## src/rtl/oio_pkg.sv

```systemverilog
package oio_pkg;

   typedef enum logic [1:0] {
      SEL_NONE  = 2'd0,
      SEL_BASE  = 2'd1,
      SEL_XLATE = 2'd2
   } oio_sel_e;

   localparam int unsigned OIO_BASE_OFS  = 'h300;
   localparam int unsigned OIO_XLATE_OFS = 'h304;
   localparam int unsigned OIO_BASE_RST  = 'hFFFFD;

endpackage

```

## src/rtl/oio_regfile.sv

```systemverilog
module oio_regfile
   import oio_pkg::*;
#(
   parameter int unsigned REG_W     = 32,
   parameter int unsigned REG_AW    = 12,
   parameter int unsigned FLD_W     = 20,
   parameter int unsigned FN_W      = 3,
   parameter int unsigned OADDR_W   = 32,
   parameter int unsigned WIN_BITS  = 16,
   parameter int unsigned BASE_OFS  = OIO_BASE_OFS,
   parameter int unsigned XLATE_OFS = OIO_XLATE_OFS,
   parameter int unsigned BASE_RST  = OIO_BASE_RST
) (
   input  logic                        clk,
   input  logic                        rst_n,
   input  logic [REG_AW-1:0]           reg_addr,
   input  logic [REG_W-1:0]            reg_wdata,
   input  logic                        reg_we,
   output logic [REG_W-1:0]            reg_rdata,
   output logic [FLD_W-1:0]            base_fld,
   output logic [FN_W-1:0]             fn_num,
   output logic [OADDR_W-WIN_BITS-1:0] xl_fld
);
   localparam int unsigned XL_W = OADDR_W - WIN_BITS;

   oio_sel_e sel;
   logic     unused_wd;

   assign unused_wd = ^reg_wdata;

   always_comb begin
      if (reg_addr == REG_AW'(BASE_OFS))
         sel = SEL_BASE;
      else if (reg_addr == REG_AW'(XLATE_OFS))
         sel = SEL_XLATE;
      else
         sel = SEL_NONE;
   end

   always_ff @(posedge clk or negedge rst_n) begin
      if (!rst_n) begin
         base_fld <= FLD_W'(BASE_RST);
         fn_num   <= '0;
         xl_fld   <= '0;
      end else if (reg_we) begin
         case (sel)
            SEL_BASE: begin
               base_fld <= reg_wdata[REG_W-1 -: FLD_W];
               fn_num   <= reg_wdata[FN_W-1:0];
            end
            SEL_XLATE: xl_fld <= reg_wdata[OADDR_W-1 -: XL_W];
            default: ;
         endcase
      end
   end

   always_comb begin
      reg_rdata = '0;
      case (sel)
         SEL_BASE: begin
            reg_rdata[REG_W-1 -: FLD_W] = base_fld;
            reg_rdata[FN_W-1:0]         = fn_num;
         end
         SEL_XLATE: reg_rdata[OADDR_W-1 -: XL_W] = xl_fld;
         default: reg_rdata = '0;
      endcase
   end

endmodule

```

## src/rtl/oio_match.sv

```systemverilog
module oio_match #(
   parameter int unsigned IADDR_W  = 36,
   parameter int unsigned WIN_BITS = 16
) (
   input  logic                         req_valid,
   input  logic [IADDR_W-1:WIN_BITS]    req_hi,
   input  logic [IADDR_W-WIN_BITS-1:0]  base_fld,
   output logic                         hit
);
   assign hit = req_valid && (req_hi == base_fld);
endmodule

```

## src/rtl/oio_xlate.sv

```systemverilog
module oio_xlate #(
   parameter int unsigned OADDR_W  = 32,
   parameter int unsigned WIN_BITS = 16
) (
   input  logic                        clk,
   input  logic                        rst_n,
   input  logic                        req_valid,
   input  logic [WIN_BITS-1:0]         req_lo,
   input  logic [OADDR_W-WIN_BITS-1:0] xl_fld,
   output logic [OADDR_W-1:0]          io_addr
);
   logic [OADDR_W-1:0] fresh;
   logic [OADDR_W-1:0] held_q;

   generate
      if (OADDR_W > WIN_BITS) begin : g_subst
         assign fresh = {xl_fld, req_lo};
      end else begin : g_pass
         assign fresh = OADDR_W'(req_lo);
      end
   endgenerate

   always_ff @(posedge clk or negedge rst_n) begin
      if (!rst_n)
         held_q <= '0;
      else if (req_valid)
         held_q <= fresh;
   end

   assign io_addr = req_valid ? fresh : held_q;
endmodule

```

## src/rtl/oio_window_xlate.sv

```systemverilog
module oio_window_xlate
   import oio_pkg::*;
#(
   parameter int unsigned IADDR_W   = 36,
   parameter int unsigned OADDR_W   = 32,
   parameter int unsigned WIN_BITS  = 16,
   parameter int unsigned REG_W     = 32,
   parameter int unsigned REG_AW    = 12,
   parameter int unsigned FN_W      = 3,
   parameter int unsigned BASE_OFS  = OIO_BASE_OFS,
   parameter int unsigned XLATE_OFS = OIO_XLATE_OFS,
   parameter int unsigned BASE_RST  = OIO_BASE_RST
) (
   input  logic               clk,
   input  logic               rst_n,
   input  logic [REG_AW-1:0]  reg_addr,
   input  logic [REG_W-1:0]   reg_wdata,
   input  logic               reg_we,
   output logic [REG_W-1:0]   reg_rdata,
   input  logic               req_valid,
   input  logic [IADDR_W-1:0] req_addr,
   output logic               claim,
   output logic [OADDR_W-1:0] io_addr,
   output logic [FN_W-1:0]    func_num
);
   localparam int unsigned FLD_W = IADDR_W - WIN_BITS;
   localparam int unsigned XL_W  = OADDR_W - WIN_BITS;

   generate
      if (IADDR_W <= WIN_BITS) begin : g_bad_iaddr
         $error("IADDR_W must exceed WIN_BITS");
      end
      if (OADDR_W <= WIN_BITS || OADDR_W > REG_W) begin : g_bad_oaddr
         $error("OADDR_W must exceed WIN_BITS and fit in REG_W");
      end
      if (FLD_W + FN_W > REG_W) begin : g_bad_fields
         $error("base field and function number overlap");
      end
      if (BASE_OFS == XLATE_OFS) begin : g_bad_ofs
         $error("register offsets collide");
      end
   endgenerate

   logic [FLD_W-1:0] base_fld;
   logic [XL_W-1:0]  xl_fld;

   oio_regfile #(
      .REG_W(REG_W), .REG_AW(REG_AW), .FLD_W(FLD_W), .FN_W(FN_W),
      .OADDR_W(OADDR_W), .WIN_BITS(WIN_BITS), .BASE_OFS(BASE_OFS),
      .XLATE_OFS(XLATE_OFS), .BASE_RST(BASE_RST)
   ) u_regs (
      .clk(clk), .rst_n(rst_n), .reg_addr(reg_addr), .reg_wdata(reg_wdata),
      .reg_we(reg_we), .reg_rdata(reg_rdata), .base_fld(base_fld),
      .fn_num(func_num), .xl_fld(xl_fld)
   );

   oio_match #(.IADDR_W(IADDR_W), .WIN_BITS(WIN_BITS)) u_match (
      .req_valid(req_valid), .req_hi(req_addr[IADDR_W-1:WIN_BITS]),
      .base_fld(base_fld), .hit(claim)
   );

   oio_xlate #(.OADDR_W(OADDR_W), .WIN_BITS(WIN_BITS)) u_xlate (
      .clk(clk), .rst_n(rst_n), .req_valid(req_valid),
      .req_lo(req_addr[WIN_BITS-1:0]), .xl_fld(xl_fld), .io_addr(io_addr)
   );
endmodule

```

## config.mk

```make
export PLATFORM = sky130hd
export DESIGN_NAME = oio_window_xlate
export DESIGN_NICKNAME = d
export VERILOG_FILES = /design/src/rtl/oio_pkg.sv /design/src/rtl/oio_regfile.sv /design/src/rtl/oio_match.sv /design/src/rtl/oio_xlate.sv /design/src/rtl/oio_window_xlate.sv
export SDC_FILE = /design/constraint.sdc
export NUM_CORES = 1
export LEC_CHECK = 0
export BUFFER_PORTS_ARGS = -buffer_cell sky130_fd_sc_hd__buf_2
export CORE_UTILIZATION = 49
export CTS_BUF_LIST = sky130_fd_sc_hd__clkbuf_8
export DETAILED_ROUTE_END_ITERATION = 7
export PLACE_DENSITY = 0.83
export SETUP_SLACK_MARGIN = 0.3
export SYNTH_ARGS = -nofsm -noshare
export SYNTH_HDL_FRONTEND = slang
export SYNTH_SLANG_ARGS = --single-unit
```

## constraint.sdc

```tcl
create_clock -name clk -period 1.47 [get_ports clk]
set_input_delay 0.0735 -clock clk [delete_from_list [all_inputs] [get_ports clk]]
set_output_delay 0.0735 -clock clk [all_outputs]
set_load 0.02 [all_outputs]
```

# Yosys cells after proc, flatten, opt, wreduce, memory -nomap -nowiden
# Cells that the tools add are included.
word_totals:
  ff_bits: 71
  in_bits: 84
  out_inout_bits: 68
  word_cells: 18
classes:
  eq_ne: 5
  n_mux: 6
  n_reduce_logical: 3
op_table:
  columns: ["op", "count"]
  rows:
  - ["two-way mux 32 bit", 1]
  - ["case mux 16 bit (2 select lines)", 1]
  - ["== test 12 x 10 -> 1 bit, second input constant", 2]
  - ["== test 20 bit", 1]
  - ["two-way mux 2 bit", 2]
  - ["two-way mux 4 bit", 1]
  - ["AND reduction 2 bit", 2]
  - ["two-way mux 3 bit", 1]
  - ["== test 2 x 1 -> 1 bit, second input constant", 1]
  - ["== test 2 bit, second input constant", 1]
  - ["logical AND 1 bit", 1]

# Depth between registers and ports, before layout
# Gate-level depths: netlist of the first run.
logic_depth:
  ltp_word: 5
  mapped_depth: 6

# Hierarchy
# From an unflattened synthesis of the first run, not the netlist that was laid out.
hier_totals:
  hier_cells: 239
  hier_area_um2: 3664.8
by_module_without_submodules:
  columns: ["module", "n_inst", "cells_per_inst", "area_each_um2"]
  rows:
  - ["oio_regfile", 1, 144, 2095.8]
  - ["oio_xlate", 1, 68, 1345.0]
  - ["oio_match", 1, 27, 224.0]

# Least setup slack after synthesis of the first run
# OpenSTA, ideal clock, no wires.
synth_timing:
  kind: "register to output"
  startpoint: "register u_regs.base_fld[16]"
  endpoint: "output claim"
  t_arrival_ns: 1.638
  t_required_ns: 1.397
  slack_ns: -0.242
  path_stages_with_launch: 5
  path_cell_list: "dfstp_2 xor2_1 nor4_1 nand4_1 nor4_1"
synth_between:
  elab_chain_len: 2
synth_lines:
  columns: ["element", "line", "source"]
  rows:
  - ["from (decl)", "oio_regfile.sv:20", "output logic [FLD_W-1:0] base_fld,"]
  - ["from (signal assigned)", "oio_regfile.sv:42", "base_fld <= FLD_W'(BASE_RST);"]
  - ["from (signal assigned)", "oio_regfile.sv:48", "base_fld <= reg_wdata[REG_W-1 -: FLD_W];"]
  - ["== test 20 bit", "oio_match.sv:10", "assign hit = req_valid && (req_hi == base_fld);"]
  - ["logical AND 1 bit", "oio_match.sv:10", null]
  - ["to (decl)", "oio_window_xlate.sv:22", "output logic claim,"]
# Every way passes these cells.

# Worst setup path in the final report of the first run
layout_timing:
  startpoint: "register u_regs.base_fld[2]"
  endpoint: "output claim"
# Same word-level chain as after synthesis.

==> impl_metrics.csv, run 1 <==
group,metric,value,unit
global_route,grt_max_degree,35,
critical_path,reg2reg_depth,3,
clock_network,cts_tree,"yes",
power_and_ir_drop,sw_frac_of_total,26.1,%
placement,pre_cts_ws,-219,ps
global_route,overflow,0,
critical_path,startpoint,"u_regs.base_fld[2]",
placement,portBuffers,133,
routing,routed_wl,12.7,mm
clock_network,clock-sinks,71,
critical_path,setup.worst_path.end,"claim",
floorplan,die_area,0.00715,sq mm
timing,rsz0062_at_grt,"true",
timing,fin_crit_sh,149,%
clock_network,path_clk_slew,100,ps
outcome,violations,"DRC, hold timing, setup timing",
clock_network,cts_max_path_buffers,2,
placement,hpwl,5.35,mm
floorplan,ios,152,
critical_path,end_kind,"output port",
timing,finalWorstSetupSlack,-722,ps
routing,drc_errors,7,
yosys,synth_warnings,0,
global_route,grt_pass1_vias,3225,
power_and_ir_drop,combPwrFrac,15.4,%
final_layout,drive_above_1_share,72.4,%
timing,hold_viol_final,12,
critical_path,r2r_end,"u_regs.xl_fld[8]",
power_and_ir_drop,finalPower,4.48,mW
critical_path,r2r_start,"u_regs.xl_fld[8]",
yosys,ys_seq_elements,71,
critical_path,worstSetupPathType,"flop to output port",
clock_network,cts-root-buf,"clkbuf_8",
routing,routedWlPerCell,24.4,um
yosys,syn_area,0.00334,sq mm
routing,antenna_left,0,
final_layout,layout-area-overhead-vs-synth,74.4,%
final_layout,post-route-util,90.3,%
critical_path,critPathLaunchType,"flop",
timing,fmax,0.456,GHz
timing,setup_viol,29,
clock_network,cts_buffers,9,
power_and_ir_drop,clkPwrFrac,39.4,%
critical_path,r2r_slack,420,ps
floorplan,initial_core_util,51.7,%
timing,fin_crit,2190,ps
floorplan,die_x,84.6,um
global_route,grt_pass1_wl,17.6,mm
global_route,grtUsageTotal,33.7,%
yosys,ys.flop_type,"dfrtp_1",
timing,fin_skew,7.18,ps
critical_path,crit_chain,"xor2_2 > nor4_2 > buf_4 > nand4_1 > nor4_2 > buf_4",
yosys,syn_avg_cell_area,14.0,sq um
routing,routed_via_density,5.50,
critical_path,crit_required,1400,ps
outcome,outcome,"finished with violations",
critical_path,critical-path-max-stage-delay,580,ps
critical_path,crit_path_top_delay_cell,"dfstp_2",
power_and_ir_drop,powerDensity,769,mW/mm^2
timing,worst_hold_slack,-24.3,ps
clock_network,hold_buffers,24,
yosys,ys_seq_area_share,53.9,%
power_and_ir_drop,ir_drop,666,uV
power_and_ir_drop,p_leak,2.86,nW
yosys,synth-edff-count,0,
routing,vias,2879,
final_layout,multi_input_area,0.00188,sq mm
final_layout,nNetsFinal,524,
placement,place_congestion,0.823,
critical_path,crit_arrival,2120,ps
floorplan,rows,29,
timing,maxSlewViolCount,0,
global_route,antenna_found_initial,1,
yosys,synth-async-reset-ratio,100,%
critical_path,worst-path-max-fanout,2,
power_and_ir_drop,p_switching,1.17,mW
final_layout,n_fill_cell,234,
final_layout,regArea,0.00180,sq mm
hold_path,min_path_type,"input pin to flop",
yosys,synth_cell_type_count,24,
clock_network,clk_latency,340,ps
floorplan,die_h,84.6,um
flow_run,drv_cap,0,
yosys,syn_inst,238,
routing,dr.pass1.iters,8,
power_and_ir_drop,p_int,3.31,mW
clock_network,htreeDepth,3,
floorplan,core_area,0.00646,sq mm
power_and_ir_drop,seqPwrFrac,45.3,%
routing,drt_iter0_markers,150,
-- registers in the layout (all words and copies together), names as in the netlist --
signal	flops
u_regs.base_fld	20
u_regs.xl_fld	16
u_xlate.held_q	32
u_regs.fn_num	3
-- cell usage in the layout, fill, tap and decap left out, types with 6 or more instances in the layout --
cell type and instances:
mux2i_2 6, buf_2 72, buf_6 69, conb_1 9, xnor2_1 12, dlygate4sd3_1 24
dfstp_2 19, clkbuf_8 9, buf_12 7, dfrtp_1 52, mux2_4 71, nor2_4 16
and2_4 7, buf_4 25, xor2_1 7, mux2i_1 9
-- cell usage after synthesis, drive strengths merged (2+ instances only) --
| cell type | n | share of area [%] |
|---|---|---|
| mux2 | 71 | 25 |
| dfrtp | 52 | 39 |
| dfstp | 19 | 15 |
| nor2 | 17 | 1.9 |
| mux2i | 16 | 4.8 |
| buf | 14 | 3.0 |
| xnor2 | 12 | 3.1 |
| xor2 | 8 | 2.1 |
| and2 | 7 | 1.3 |
| clkbuf | 6 | 0.67 |
| nor4 | 5 | 1.8 |
| nand4 | 4 | 1.2 |
| inv | 2 | 0.22 |
-- power groups by stage --
| stage | registers (mW) | logic, mW | clock network, mW |
|---|---|---|---|
| after global placement | 2.06 | 0.449 | 0 |
| after floorplan | 2.05 | 0.244 | 0 |
| after CTS | 2.02 | 0.633 | 1.70 |
| after global routing | 2.03 | 0.724 | 1.83 |
| after detailed placement | 2.06 | 0.458 | 0 |
| final | 2.03 | 0.689 | 1.77 |
-- worst min-delay path by stage --
| stage | from | end | slack (ps) | cells after the start |
|---|---|---|---|---|
| final | req_addr[7] | u_xlate.held_q[7] | -20 | 2 |
| after CTS | req_addr[12] | u_xlate.held_q[12] | -30 | 2 |
| after global routing | req_addr[7] | u_xlate.held_q[7] | -20 | 2 |
| after detailed placement | rst_n | u_regs.xl_fld[3] | 60 | 1 |
| after global placement | rst_n | u_xlate.held_q[19] | 50 | 1 |
| after floorplan | rst_n | u_regs.base_fld[1] | -220 | 0 |
-- layout make-up --
cell class,count,area share [%]
clock inverter,7,1.55
antenna,1,0.0429
tap,77,1.65
sequential,71,30.9
multi-input combinational,153,32.2
inverter,2,0.129
clock buffer,9,2.12
timing repair buffer,203,31.4
-- stage by stage --
step / instances / cell area, sq um / setup TNS, ps
floorplan: 246 / 3390 / -1700
global placement: 453 / 4220 / -6440
detailed placement: 453 / 4220 / -6880
CTS: 510 / 5650 / -718
global route: 523 / 5830 / -2870
finish: 523 / 5830 / -2220
-- kinds of logic after synthesis --
family / count (synthesis) / share of synthesized area, %
xor+xnor: 20 / 5.24
buf+inv: 22 / 3.86
other cells: 1 / 0.112
flops: 71 / 53.9
mux: 87 / 29.8
simple gates: 37 / 7.08
-- critical path, delay by kind of cell (launching register included) --
kind	cells	cell delay [ps]
buffers and inverters	2	390
DFF	1	580
xor gates and xnor gates	1	80
and+or+nand+nor	3	710
-- layer usage --
metal  wire, um  global-route usage (%)  up-vias
li1           -                       -     1209
met1       4600                    37.4     1473
met2       6840                    58.2      150
met3        698                    6.78       47
met4        611                    23.1        0
met5          0                       0        -
-- timing repair --
action,4_1_cts,5_1_grt
setup endpoints to repair,95,95
pin swaps,24,7
resized for setup,228,20
buffers inserted,14,12
endpoints found under the hold margin,72,11
cloned,3,0
No activity file was read; power rests on OpenSTA's default activity.
==> run 2: changes to the inputs <==
==> constraint.sdc (replaced) <==
create_clock -name clk -period 2.05 [get_ports clk]
set_input_delay 0.41 -clock clk [delete_from_list [all_inputs] [get_ports clk]]
set_output_delay 0.41 -clock clk [all_outputs]
set_load 0.02 [all_outputs]
==> impl_metrics.csv, run 2 (synthesis gave the netlist of run 1 again) <==
group,metric,value,unit
outcome,outcome,"finished with violations",
outcome,violations,"DRC, setup timing",
clock_network,cts_buffers,9,
critical_path,crit_path_top_delay_cell,"dfstp_2",
clock_network,htreeDepth,3,
critical_path,worst-path-max-fanout,3,
hold_path,min_path_type,"input pin to async pin",
final_layout,post-route-util,77.1,%
critical_path,crit_chain,"xor2_1 > nor4_4 > nand4_1 > nor4_2 > buf_4",
floorplan,rows,29,
final_layout,n_fill_cell,394,
critical_path,crit_arrival,1890,ps
flow_run,drv_cap,0,
final_layout,multi_input_area,0.00166,sq mm
floorplan,core_area,0.00646,sq mm
final_layout,final_cells,478,
clock_network,clk_latency,350,ps
final_layout,largest_reg_flops,32,
timing,maxSlewViolCount,0,
floorplan,ios,152,
placement,place_congestion,0.796,
power_and_ir_drop,powerDensity,623,mW/mm^2
floorplan,die_area,0.00715,sq mm
global_route,grtUsageTotal,24.4,%
power_and_ir_drop,finalPower,3.10,mW
timing,setup_viol,1,
final_layout,regArea,0.00180,sq mm
final_layout,layout-area-overhead-vs-synth,48.9,%
routing,dr.pass1.iters,8,
routing,drt_iter0_markers,105,
routing,drc_errors,5,
critical_path,worstSetupPathType,"flop to output port",
final_layout,mostFrequentLayoutCell,"buf_2",
clock_network,hold_buffers,0,
timing,fin_skew,10.4,ps
placement,dp.cells,451,
critical_path,critical-path-max-stage-delay,560,ps
timing,finalWorstSetupSlack,-250,ps
final_layout,drive_above_1_share,73.8,%
power_and_ir_drop,ir_drop,532,uV
final_layout,layout_common_cells,"104 x buf_2, 52 x dfrtp_1, 51 x mux2_2",
final_layout,reg_top3,"u_xlate.held_q: 32 flops, u_regs.base_fld: 20 flops, u_regs.xl_fld: 16 flops",
routing,routed_wl,8.93,mm
routing,antenna_left,0,
global_route,antenna_found_initial,0,
placement,portBuffers,133,
timing,fin_crit_sh,112,%
floorplan,die_x,84.6,um
critical_path,crit_required,1640,ps
critical_path,critPathLaunchType,"flop",
timing,hold_viol_final,0,
power_and_ir_drop,p_leak,2.49,nW
final_layout,nNetsFinal,480,
floorplan,initial_core_util,51.7,%
timing,fmax,0.435,GHz
final_layout,top_register,"u_xlate.held_q",
clock_network,cts_tree,"yes",
placement,hpwl,5.51,mm
timing,fin_crit,2300,ps
timing,rsz0062_at_grt,"true",
global_route,grt_pass1_wl,13.3,mm
global_route,overflow,0,
final_layout,diodes,0,
clock_network,cts-root-buf,"clkbuf_8",
critical_path,end_kind,"output port",
clock_network,path_clk_slew,90,ps
timing,finalSetupTns,-250,ps
floorplan,die_h,84.6,um
global_route,grt_max_degree,38,
clock_network,cts_max_path_buffers,2,
routing,routedWlPerCell,18.7,um
routing,routed_via_density,5.30,
global_route,grt_pass1_vias,2730,
clock_network,clock-sinks,71,
routing,vias,2532,
## run 2: changes by cell type in the layout (fill, tap and decap cells not counted), moves of 2 or more
| cell | change |
|---|---|
| buf_12 | -2 |
| buf_16 | -2 |
| buf_2 | +32 |
| buf_4 | -14 |
| buf_6 | -34 |
| clkbuf_8 | +2 |
| dlygate4sd3_1 | -24 |
| mux2_2 | +51 |
| mux2_4 | -52 |
| mux2i_1 | +7 |
| mux2i_2 | -6 |
## run 2: final timing paths
check,from,to,slack [ps],cells after the start
min in group clk,reg_wdata[15],u_regs.base_fld[3],270,2
worst min register to register,u_xlate.held_q[25],u_xlate.held_q[25],500,1
worst max register to register,u_regs.xl_fld[2],u_xlate.held_q[18],1200,1
worst min-delay path,rst_n,u_regs.xl_fld[15],10,1
worst max-delay path,u_regs.base_fld[2],claim,-250,5
max in group asynchronous,rst_n,u_regs.base_fld[14],1350,2
## run 2: worst max-delay path, delay by kind of cell, from the launching register on
kind	cells	cell delay, ps
AND/OR/NAND/NOR	3	700
flip-flops	1	560
buffers and inverters	1	190
XOR/XNOR	1	100
## run 2: through the flow
| stage | area [sq um] | setup WS [ps] | hold WS (ps) |
|---|---|---|---|
| global route | 4980 | -346 | 29.1 |
| CTS | 4820 | -246 | 22.4 |
| detailed placement | 4170 | -17.9 | 397 |
| finish | 4980 | -250 | 10.8 |
| floorplan | 3400 | 120 | 114 |
| global placement | 4170 | 11.4 | 394 |
## run 2: metal layers
| metal | part of all wire, % | GRT usage (%) |
|---|---|---|
| met1 | 39 | 28.0 |
| met2 | 53 | 42.3 |
| met3 | 5.7 | 6.10 |
| met4 | 2.2 | 12.3 |
| met5 | 0 | 0 |
## run 2: area by class of cell
cell class | instances | share of cell area [%]
clock buffer | 11 | 3.04
clock inverter | 5 | 1.61
inverter | 2 | 0.151
multi-input combinational | 153 | 33.4
sequential | 71 | 36.2
tap | 77 | 1.94
timing repair buffer | 159 | 23.7
## run 2: timing repair
item,in CTS,in global routing
resized for setup,103,23
pin swaps,30,8
cloned,1,3
setup buffers,4,3
setup endpoints to repair,24,62
## run 2: power by group
| part | switching, mW | internal (mW) |
|---|---|---|
| registers | 0.0123 | 1.44 |
| logic | 0.190 | 0.151 |
| clock network | 0.557 | 0.750 |
| total | 0.759 | 2.34 |
==> run 3: changes to the inputs <==
--- a/config.mk
+++ b/config.mk
@@ -7,8 +7,8 @@
 export LEC_CHECK = 0
 export BUFFER_PORTS_ARGS = -buffer_cell sky130_fd_sc_hd__buf_2
-export CORE_UTILIZATION = 49
+export CORE_UTILIZATION = 50
 export CTS_BUF_LIST = sky130_fd_sc_hd__clkbuf_8
 export DETAILED_ROUTE_END_ITERATION = 7
-export PLACE_DENSITY = 0.83
+export PLACE_DENSITY = 0.84
 export SETUP_SLACK_MARGIN = 0.3
 export SYNTH_ARGS = -nofsm -noshare
==> constraint.sdc (replaced) <==
create_clock -name clk -period 2.8 [get_ports clk]
set_input_delay 0.14 -clock clk [delete_from_list [all_inputs] [get_ports clk]]
set_output_delay 0.14 -clock clk [all_outputs]
set_load 0.02 [all_outputs]
==> impl_metrics.csv, run 3 (synthesis gave the netlist of run 1 again) <==
group,metric,value,unit
routing,wl_met1,3.02,mm
routing,highest_layer,"met4",
final_layout,largest_reg_flops,32,
final_layout,layout-area-overhead-vs-synth,27.1,%
final_layout,top_register,"u_xlate.held_q",
critical_path,crit_arrival,2060,ps
final_layout,nNetsFinal,458,
power_and_ir_drop,sw_frac_of_total,24.0,%
routing,routed_via_density,5.10,
power_and_ir_drop,seqPwrFrac,52.6,%
routing,vias,2327,
power_and_ir_drop,p_switching,0.486,mW
clock_network,cts_tree,"yes",
placement,place_congestion,0.744,
critical_path,crit_chain,"xor2_1 > nor4_1 > nand4_1 > nor4_1 > buf_2",
timing,maxSlewViolCount,0,
clock_network,cts-root-buf,"clkbuf_8",
power_and_ir_drop,p_int,1.53,mW
floorplan,die_area,0.00701,sq mm
routing,wl_met2,3.47,mm
clock_network,postCtsSetupBuffers,0,
final_layout,n_fill_cell,511,
floorplan,initial_core_util,52.3,%
clock_network,cts_max_path_buffers,2,
final_layout,reg_top3,"u_xlate.held_q: 32 flops, u_regs.base_fld: 20 flops, u_regs.xl_fld: 16 flops",
timing,finalSetupTns,0,ps
timing,tightest_slew,995,ps
global_route,antenna_found_initial,0,
clock_network,cts_buffers,9,
power_and_ir_drop,powerDensity,476,mW/mm^2
global_route,grt_pass1_wl,11.4,mm
power_and_ir_drop,ir_drop,403,uV
floorplan,die_h,83.8,um
timing,fin_skew,2.65,ps
global_route,grtUsageTotal,21.3,%
clock_network,path_clk_slew,70,ps
hold_path,min_path_type,"input pin to flop",
final_layout,drive_above_1_share,62.5,%
timing,fin_crit,2200,ps
hold_path,hold_depth,2,
placement,hpwl,5.04,mm
final_layout,mostFrequentLayoutCell,"buf_2",
power_and_ir_drop,clkPwrFrac,36.2,%
critical_path,r2r_slack,1980,ps
clock_network,cts_resized,0,
routing,routed_wl,7.04,mm
critical_path,reg2reg_depth,1,
critical_path,critPathLaunchType,"flop",
critical_path,cp_num_buf_inv,1,
critical_path,r2r_start,"u_regs.xl_fld[0]",
routing,wl_met3,367,um
clock_network,hold_buffers,1,
power_and_ir_drop,p_leak,2.26,nW
routing,routedWlPerCell,15.4,um
routing,antenna_left,0,
global_route,grt_pass1_vias,2374,
critical_path,worst-path-max-fanout,3,
critical_path,critical-path-max-stage-delay,560,ps
floorplan,ios,152,
critical_path,worstSetupPathType,"flop to output port",
floorplan,die_x,83.8,um
power_and_ir_drop,finalPower,2.02,mW
power_and_ir_drop,combPwrFrac,11.2,%
flow_run,drv_cap,0,
timing,slew_headroom,33.6,%
hold_path,hold-path-endpoint,"u_regs.base_fld[3]",
routing,dr.pass1.iters,4,
timing,fin_crit_sh,78.7,%
timing,hold_viol_final,0,
placement,placed_cell_area,0.00406,sq mm
clock_network,clk_latency,330,ps
critical_path,end_kind,"output port",
clock_network,clock-sinks,71,
critical_path,cpLargestDelayFamily,"simple AND/OR/NAND/NOR gates",
critical_path,crit_required,2660,ps
floorplan,core_area,0.00639,sq mm
routing,drc_errors,0,
routing,drt_iter0_markers,60,
outcome,outcome,"complete, no violations",
final_layout,layout_common_cells,"132 x buf_2, 56 x mux2_2, 52 x dfrtp_1",
final_layout,fin_area,0.00425,sq mm
clock_network,htreeDepth,3,
global_route,overflow,0,
hold_path,hold_start,"reg_wdata[15]",
critical_path,crit_path_top_delay_cell,"dfstp_2",
global_route,grt_max_degree,72,
final_layout,diodes,0,
timing,rsz0062_at_grt,"false",
critical_path,cpMostUsedCell,"nor4_1",
floorplan,rows,29,
timing,fmax,0.454,GHz
critical_path,r2r_end,"u_regs.xl_fld[0]",
placement,portBuffers,133,
timing,setup_viol,0,
## run 3: layout make-up
class	instances	area, sq um	share of cell area (%)
clock buffer	12	165	3.89
clock inverter	4	15.0	0.354
inverter	2	7.51	0.177
multi-input combinational	153	1450	34.1
sequential	71	1800	42.4
tap	77	96.3	2.27
timing repair buffer	137	713	16.8
## run 3: per-stage QoR
stage	util, %	cells	hold slack, ps	setup slack (ps)
floorplan	-	246	-156	1020
global placement	63.5	439	313	743
detailed placement	63.5	439	323	716
CTS	66.5	456	11.3	578
global route	66.5	456	20.8	530
finish	66.5	456	22.3	597
## run 3: per-layer routing
layer | vias up | global-route usage, %
met4 | 0 | 11.2
met2 | 88 | 35.5
met3 | 15 | 5.04
met1 | 1139 | 25.6
li1 | 1085 | -
met5 | - | 0
## run 3: worst max-delay path by stage
stage,startpoint,to,slack [ps],depth (start not counted)
finish,u_regs.base_fld[16],claim,600,5
global route,u_regs.base_fld[16],claim,530,5
CTS,u_regs.base_fld[16],claim,580,5
detailed placement,reg_addr[5],u_regs.xl_fld[15],720,5
global placement,reg_addr[1],u_regs.xl_fld[15],740,5
floorplan,u_regs.base_fld[16],claim,1020,4
## run 3: power groups by stage
stage / registers [mW] / clock network [mW] / logic, mW
6_report: 1.06 / 0.732 / 0.227
5_1_grt: 1.06 / 0.790 / 0.248
4_1_cts: 1.06 / 0.747 / 0.231
3_5_place_dp: 1.08 / 0 / 0.229
3_3_place_gp: 1.08 / 0 / 0.225
2_1_floorplan: 1.08 / 0 / 0.127
